### config.mk
export PLATFORM = sky130hd
export DESIGN_NAME = cal_rtc
export DESIGN_NICKNAME = d
export VERILOG_FILES = /design/src/rtl/cal_rtc_pkg.sv /design/src/rtl/cal_rtc_monthlen.sv /design/src/rtl/cal_rtc_ctrl.sv /design/src/rtl/cal_rtc_time.sv /design/src/rtl/cal_rtc.sv
export SDC_FILE = /design/constraint.sdc
export NUM_CORES = 1
export LEC_CHECK = 0
export BUFFER_PORTS_ARGS = -buffer_cell sky130_fd_sc_hd__buf_2
export CAP_MARGIN = 20
export CORE_ASPECT_RATIO = 1.25
export CORE_UTILIZATION = 40
export CTS_CLUSTER_DIAMETER = 120
export DETAILED_ROUTE_END_ITERATION = 8
export PLACE_DENSITY_LB_ADDON = 0.25
export SLEW_MARGIN = 25
export SYNTH_ARGS = -nofsm -noshare
export SYNTH_HDL_FRONTEND = slang
export SYNTH_SLANG_ARGS = --single-unit
export TNS_END_PERCENT = 20
### constraint.sdc
create_clock -name clk -period 2.7 [get_ports clk]
set_input_delay 0 -clock clk [delete_from_list [all_inputs] [get_ports clk]]
set_output_delay 0 -clock clk [all_outputs]
set_load 0.01 [all_outputs]
### src/rtl/cal_rtc_pkg.sv
package cal_rtc_pkg;

  // word indices (address >> 2)
  localparam int IDX_TIME_A = 0;
  localparam int IDX_TIME_B = 1;
  localparam int IDX_ALARM  = 2;
  localparam int IDX_CTRL   = 4;
  localparam int IDX_ASTAT  = 5;

  // control bits
  localparam int CTL_EN     = 0;
  localparam int CTL_UNLOCK = 1;

  // implemented bits of each time word
  localparam logic [31:0] TIME_A_MASK = 32'h1F1F_3F3F;
  localparam logic [31:0] TIME_B_MASK = 32'h001F_7F0F;

  typedef struct packed {
    logic [1:0] load;     // unlocked write into time word [i]
    logic [1:0] snap;     // enabled read of time word [i]
    logic       advance;  // one-second step
  } rtcStrobe_t;

  function automatic logic [31:0] packTimeA(input logic [4:0] day, input logic [4:0] hour,
                                            input logic [5:0] minute, input logic [5:0] second);
    return {3'b000, day, 3'b000, hour, 2'b00, minute, 2'b00, second};
  endfunction

  function automatic logic [31:0] packTimeB(input logic [4:0] century, input logic [6:0] year,
                                            input logic [3:0] month);
    return {11'd0, century, 1'b0, year, 4'd0, month};
  endfunction

endpackage

### src/rtl/cal_rtc_monthlen.sv
module cal_rtc_monthlen (
  input  logic [3:0] month,
  input  logic [6:0] year,
  input  logic [4:0] century,
  output logic [4:0] days
);
  logic leapYear;

  // century*100 is a multiple of 4, so year%4 decides unless year is 0,
  // in which case the century's own divisibility by 4 decides.
  always_comb begin
    leapYear = (year[1:0] == 2'b00) && ((year != 7'd0) || (century[1:0] == 2'b00));
    unique case (month)
      4'd2:                      days = leapYear ? 5'd29 : 5'd28;
      4'd4, 4'd6, 4'd9, 4'd11:   days = 5'd30;
      default:                   days = 5'd31;
    endcase
  end
endmodule

### src/rtl/cal_rtc_ctrl.sv
module cal_rtc_ctrl
  import cal_rtc_pkg::*;
#(
  parameter int ADDR_W = 8
) (
  input  logic              clk,
  input  logic              rstN,
  input  logic              tick,
  input  logic [ADDR_W-1:0] busAddr,
  input  logic              busWr,
  input  logic              busRd,
  input  logic [1:0]        ctrlWdata,
  input  logic [31:0]       liveA,
  input  logic [31:0]       liveB,
  input  logic [31:0]       holdA,
  input  logic [31:0]       holdB,
  output rtcStrobe_t        strobe,
  output logic [1:0]        ctrlQ,
  output logic [31:0]       busRdata
);
  localparam int IDX_W = ADDR_W - 2;

  logic [IDX_W-1:0] idx;
  logic             unusedAddrBits;
  logic             hitA, hitB, hitCtrl;

  assign idx            = busAddr[ADDR_W-1:2];
  assign unusedAddrBits = ^busAddr[1:0];
  assign hitA           = (idx == IDX_W'(IDX_TIME_A));
  assign hitB           = (idx == IDX_W'(IDX_TIME_B));
  assign hitCtrl        = (idx == IDX_W'(IDX_CTRL));

  always_ff @(posedge clk) begin
    if (!rstN)                 ctrlQ <= 2'b00;
    else if (busWr && hitCtrl) ctrlQ <= ctrlWdata;
  end

  always_comb begin
    strobe.load[0] = busWr && hitA && ctrlQ[CTL_UNLOCK];
    strobe.load[1] = busWr && hitB && ctrlQ[CTL_UNLOCK];
    strobe.snap[0] = busRd && hitA && ctrlQ[CTL_EN];
    strobe.snap[1] = busRd && hitB && ctrlQ[CTL_EN];
    strobe.advance = tick && ctrlQ[CTL_EN];
  end

  always_comb begin
    busRdata = 32'd0;
    if (busRd) begin
      if (hitA)         busRdata = ctrlQ[CTL_EN] ? liveA : holdA;
      else if (hitB)    busRdata = ctrlQ[CTL_EN] ? liveB : holdB;
      else if (hitCtrl) busRdata = {30'd0, ctrlQ};
      // alarm, alarm status and unmapped indices read zero
    end
  end
endmodule

### src/rtl/cal_rtc_time.sv
module cal_rtc_time
  import cal_rtc_pkg::*;
(
  input  logic        clk,
  input  logic        rstN,
  input  rtcStrobe_t  strobe,
  input  logic [31:0] wdata,
  output logic [31:0] liveA,
  output logic [31:0] liveB,
  output logic [31:0] holdA,
  output logic [31:0] holdB
);
  logic [5:0] secQ, minQ;
  logic [4:0] hourQ, dayQ, centQ;
  logic [3:0] monQ;
  logic [6:0] yearQ;
  logic [4:0] monthDays;
  logic       secWrap, minWrap, hourWrap, dayWrap, monWrap, yearWrap;

  cal_rtc_monthlen u_len (
    .month  (monQ),
    .year   (yearQ),
    .century(centQ),
    .days   (monthDays)
  );

  assign secWrap  = (secQ  >= 6'd59);
  assign minWrap  = (minQ  >= 6'd59);
  assign hourWrap = (hourQ >= 5'd23);
  assign dayWrap  = (dayQ  >= monthDays);
  assign monWrap  = (monQ  >= 4'd12);
  assign yearWrap = (yearQ >= 7'd99);

  always_ff @(posedge clk) begin
    if (!rstN) begin
      secQ <= '0; minQ <= '0; hourQ <= '0; dayQ <= '0;
      monQ <= '0; yearQ <= '0; centQ <= '0;
    end else if (|strobe.load) begin
      if (strobe.load[0]) begin
        dayQ  <= wdata[28:24];
        hourQ <= wdata[20:16];
        minQ  <= wdata[13:8];
        secQ  <= wdata[5:0];
      end
      if (strobe.load[1]) begin
        centQ <= wdata[20:16];
        yearQ <= wdata[14:8];
        monQ  <= wdata[3:0];
      end
    end else if (strobe.advance) begin
      secQ <= secWrap ? 6'd0 : secQ + 6'd1;
      if (secWrap) begin
        minQ <= minWrap ? 6'd0 : minQ + 6'd1;
        if (minWrap) begin
          hourQ <= hourWrap ? 5'd0 : hourQ + 5'd1;
          if (hourWrap) begin
            dayQ <= dayWrap ? 5'd1 : dayQ + 5'd1;
            if (dayWrap) begin
              monQ <= monWrap ? 4'd1 : monQ + 4'd1;
              if (monWrap) begin
                yearQ <= yearWrap ? 7'd0 : yearQ + 7'd1;
                if (yearWrap) centQ <= centQ + 5'd1;
              end
            end
          end
        end
      end
    end
  end

  assign liveA = packTimeA(dayQ, hourQ, minQ, secQ);
  assign liveB = packTimeB(centQ, yearQ, monQ);

  // holding registers, one per time word
  logic [31:0] liveW [2];
  logic [31:0] holdQ [2];
  assign liveW[0] = liveA;
  assign liveW[1] = liveB;

  for (genvar i = 0; i < 2; i++) begin : g_hold
    localparam logic [31:0] MASK = (i == 0) ? TIME_A_MASK : TIME_B_MASK;
    always_ff @(posedge clk) begin
      if (!rstN)               holdQ[i] <= '0;
      else if (strobe.load[i]) holdQ[i] <= wdata & MASK;
      else if (strobe.snap[i]) holdQ[i] <= liveW[i];
    end
  end

  assign holdA = holdQ[0];
  assign holdB = holdQ[1];
endmodule

### src/rtl/cal_rtc.sv
module cal_rtc
  import cal_rtc_pkg::*;
#(
  parameter int ADDR_W = 8
) (
  input  logic              clk,
  input  logic              rstN,
  input  logic              tick,
  input  logic [ADDR_W-1:0] busAddr,
  input  logic              busWr,
  input  logic              busRd,
  input  logic [31:0]       busWdata,
  output logic [31:0]       busRdata
);
  rtcStrobe_t  strobe;
  logic [1:0]  ctrlQ;
  logic [31:0] liveA, liveB, holdA, holdB;

  cal_rtc_ctrl #(.ADDR_W(ADDR_W)) u_ctrl (
    .clk      (clk),
    .rstN     (rstN),
    .tick     (tick),
    .busAddr  (busAddr),
    .busWr    (busWr),
    .busRd    (busRd),
    .ctrlWdata(busWdata[1:0]),
    .liveA    (liveA),
    .liveB    (liveB),
    .holdA    (holdA),
    .holdB    (holdB),
    .strobe   (strobe),
    .ctrlQ    (ctrlQ),
    .busRdata (busRdata)
  );

  cal_rtc_time u_time (
    .clk   (clk),
    .rstN  (rstN),
    .strobe(strobe),
    .wdata (busWdata),
    .liveA (liveA),
    .liveB (liveB),
    .holdA (holdA),
    .holdB (holdB)
  );
endmodule

==> flow_metrics.env <==
export IMPL_die_area_um2=12250
export IMPL_dr_pass1_iters=5
export IMPL_critical_path_required_ns=2.96
export IMPL_ir_drop_mv=0.2212
export IMPL_setup_viol=0
export IMPL_holdWs_ns=0.02668
export IMPL_placementRows=44
export IMPL_top_layer="met4"
export IMPL_grt_pass1_wl_um=22070
export IMPL_met2_length_um=6944
export IMPL_drt_iter0_drc=318
export IMPL_clk_latency_ns=0.34
export IMPL_detail_route_antenna_nets=0
export IMPL_multi_input_area_um2=2592
export IMPL_worst_slew_pin_transition_ns=0.6336
export IMPL_start_util_pct=40.84
export IMPL_path_class="reg2reg"
export IMPL_fin_crit_sh_pct=98.76
export IMPL_viasPerCell=5.890
export IMPL_clock_sinks=78
export IMPL_hold_class="in2reg"
export IMPL_seq_area_um2=1943
export IMPL_cts_made_buffers=9
export IMPL_max_freq_mhz=375.0
export IMPL_fin_setup_tns_ns=0
export IMPL_routabilityCongestion=0.8772
export IMPL_wl_met1_um=6004
export IMPL_wirelength_um=14000
export IMPL_synth_seq_area_share_pct=41.12
export IMPL_grt_usage_pct=23.56
export IMPL_ys_ff_latch=78
export IMPL_syn_avg_cell_area_um2=9.351
export IMPL_area_growth_pct=24.46
export IMPL_critPathMaxFanout=4
export IMPL_coreArea_um2=11560
export IMPL_layout_commonest_cell="buf_2"
export IMPL_via_count=4382
export IMPL_htreeDepth=3
export IMPL_p_leak_uw=0.002245
export IMPL_fillers=1075
export IMPL_synthFlopType="dfxtp_1"
export IMPL_instances_no_fill=744
export IMPL_overflow=0
export IMPL_die_height_um=123.5
export IMPL_drive_above_1_share_pct=21.78
export IMPL_root_buffer="clkbuf_16"
export IMPL_antennaDiodeCount=0
export IMPL_portBuffers=56
export IMPL_hold_violations=0
export IMPL_cts_tree="built"
export IMPL_ys_types=58
export IMPL_synth_edf_count=38
export IMPL_pin_count=77
export IMPL_fin_skew_ns=0.005928
export IMPL_postSynthCellCount=505
export IMPL_place_hpwl_um=9592
export IMPL_power_density_nw_per_um2=441.8
export IMPL_period_needed_ns=2.666
export IMPL_final_cell_area_um2=5877
export IMPL_antenna_found_initial=0
export IMPL_cp_start_kind="flip-flop"
export IMPL_rsz0062_at_grt="true"
export IMPL_nets=660
export IMPL_crit_path_end_kind="flip-flop"
export IMPL_clk_pin_slew_worst_paths_ns=0.06
export IMPL_place_area_um2=5315
export IMPL_layout_common_cells="buf_2 (56), nor2_1 (42), nand2_1 (41)"
export IMPL_finalMaxSlewViolations=0
export IMPL_drc=0
export IMPL_max_cap_viol_count=0
export IMPL_routedWlPerCell_um=18.81
export IMPL_async_flop_share_pct=0
export IMPL_ctsLongestPathBuffers=2
export IMPL_grt_max_degree=26
export IMPL_arrival_ns=2.93
export IMPL_die_w_um=99.18
export IMPL_status="finished, final reports clean"
export IMPL_syn_area_um2=4722
export IMPL_ys_warnings_count=0
export IMPL_routed_wl_met3_um=684
export IMPL_place_inst=705
export IMPL_relSlewSlack_pct=57.71
export IMPL_grt_pass1_vias=4279
## kinds of logic (layout without fill, tap and decap cells)
logic type / after synthesis / in the layout / share of synthesized area [%]
multiplexers: 37 / 37 / 8.135
adder cells (fa/ha/maj): 14 / 14 / 3.710
AO/OA/AOI/OAI: 172 / 172 / 26.07
AND/OR/NAND/NOR: 142 / 142 / 14.23
buffers and inverters: 55 / 148 / 5.538
XOR/XNOR: 6 / 6 / 1.113
flip-flops: 78 / 78 / 41.12
other: 1 / 9 / 0.07942
## flip-flops by register name, summed over array words and instances, names as in the netlist
signal	count
u_time.centQ	5
u_time.holdQ	38
u_time.secQ	6
u_ctrl.ctrlQ	2
u_time.minQ	6
u_time.hourQ	5
u_time.dayQ	5
u_time.yearQ	7
u_time.monQ	4
## through the flow
step	setup WS, ns	util (%)	total power [µW]
after floorplan	0.007218	-	1344
after global placement	-0.08038	45.97	1397
after detailed placement	-0.1625	45.97	1400
after CTS	0.01471	50.62	2612
after global routing	-0.1320	50.83	2672
final	0.03361	50.83	2596
## critical path, stage by stage (launching register included)
cell       delay, ns
dfxtp_1         0.31
or3_4           0.40
o41ai_4         0.23
a21oi_1         0.12
ha_1            0.27
nand2b_1        0.10
a21o_1          0.13
nand4b_1        0.21
a221oi_4        0.40
buf_4           0.18
o2111ai_1       0.12
o21ai_0         0.12
## worst paths after layout
path                    from                   to  slack (ns)  depth (start not counted)
min             busWdata[16]  u_time.holdQ[1][13]        0.03                          2
min reg2reg  u_time.yearQ[0]      u_time.yearQ[0]        0.49                          2
max          u_time.yearQ[2]      u_time.centQ[4]        0.03                         11
max reg2reg  u_time.yearQ[2]      u_time.centQ[4]        0.03                         11
## metal layers
layer  global-route usage [%]  up-vias
met2                    40.78      157
met3                    2.544       24
met1                    29.40     2104
met5                        0        -
li1                         -     2097
met4                    11.49        0
## synth_stat cells, types with 10 or more instances
| cell type | count | area share (%) |
|---|---|---|
| buf_4 | 10 | 1.6 |
| edfxtp_1 | 38 | 24 |
| clkbuf_1 | 21 | 1.7 |
| nand3_1 | 21 | 2.2 |
| o22ai_1 | 17 | 2.3 |
| nand2_1 | 41 | 3.3 |
| dfxtp_1 | 40 | 17 |
| ha_1 | 14 | 3.7 |
| a22oi_1 | 11 | 1.7 |
| o21ai_0 | 28 | 3.0 |
| a21oi_1 | 20 | 2.1 |
| mux2i_1 | 35 | 7.4 |
| inv_1 | 12 | 0.95 |
| nor2_1 | 42 | 3.3 |
| a22o_1 | 38 | 7.0 |
## power by group
group	internal, µW	total (µW)	switching, µW
combinational	59.2	136	77.1
clock	712	1200	485
sequential	1260	1260	5.55
total	2030	2600	568
## area by class of cell
type | count | area share (%)
Clock inverter | 6 | 1.065
Timing Repair Buffer | 120 | 14.16
Clock buffer | 10 | 3.896
Multi-Input combinational cell | 380 | 44.11
Tap cell | 138 | 2.938
Inverter | 12 | 0.7664
Sequential cell | 78 | 33.06
## what timing repair did
item,CTS,global route
resized for setup,4,6
pin swaps,0,5
endpoints found under the setup margin,14,16
hold endpoints to repair,32,0
hold buffers,22,0
buffers inserted,0,1
gates cloned,0,0
No activity file was read; power rests on OpenSTA's default activity.
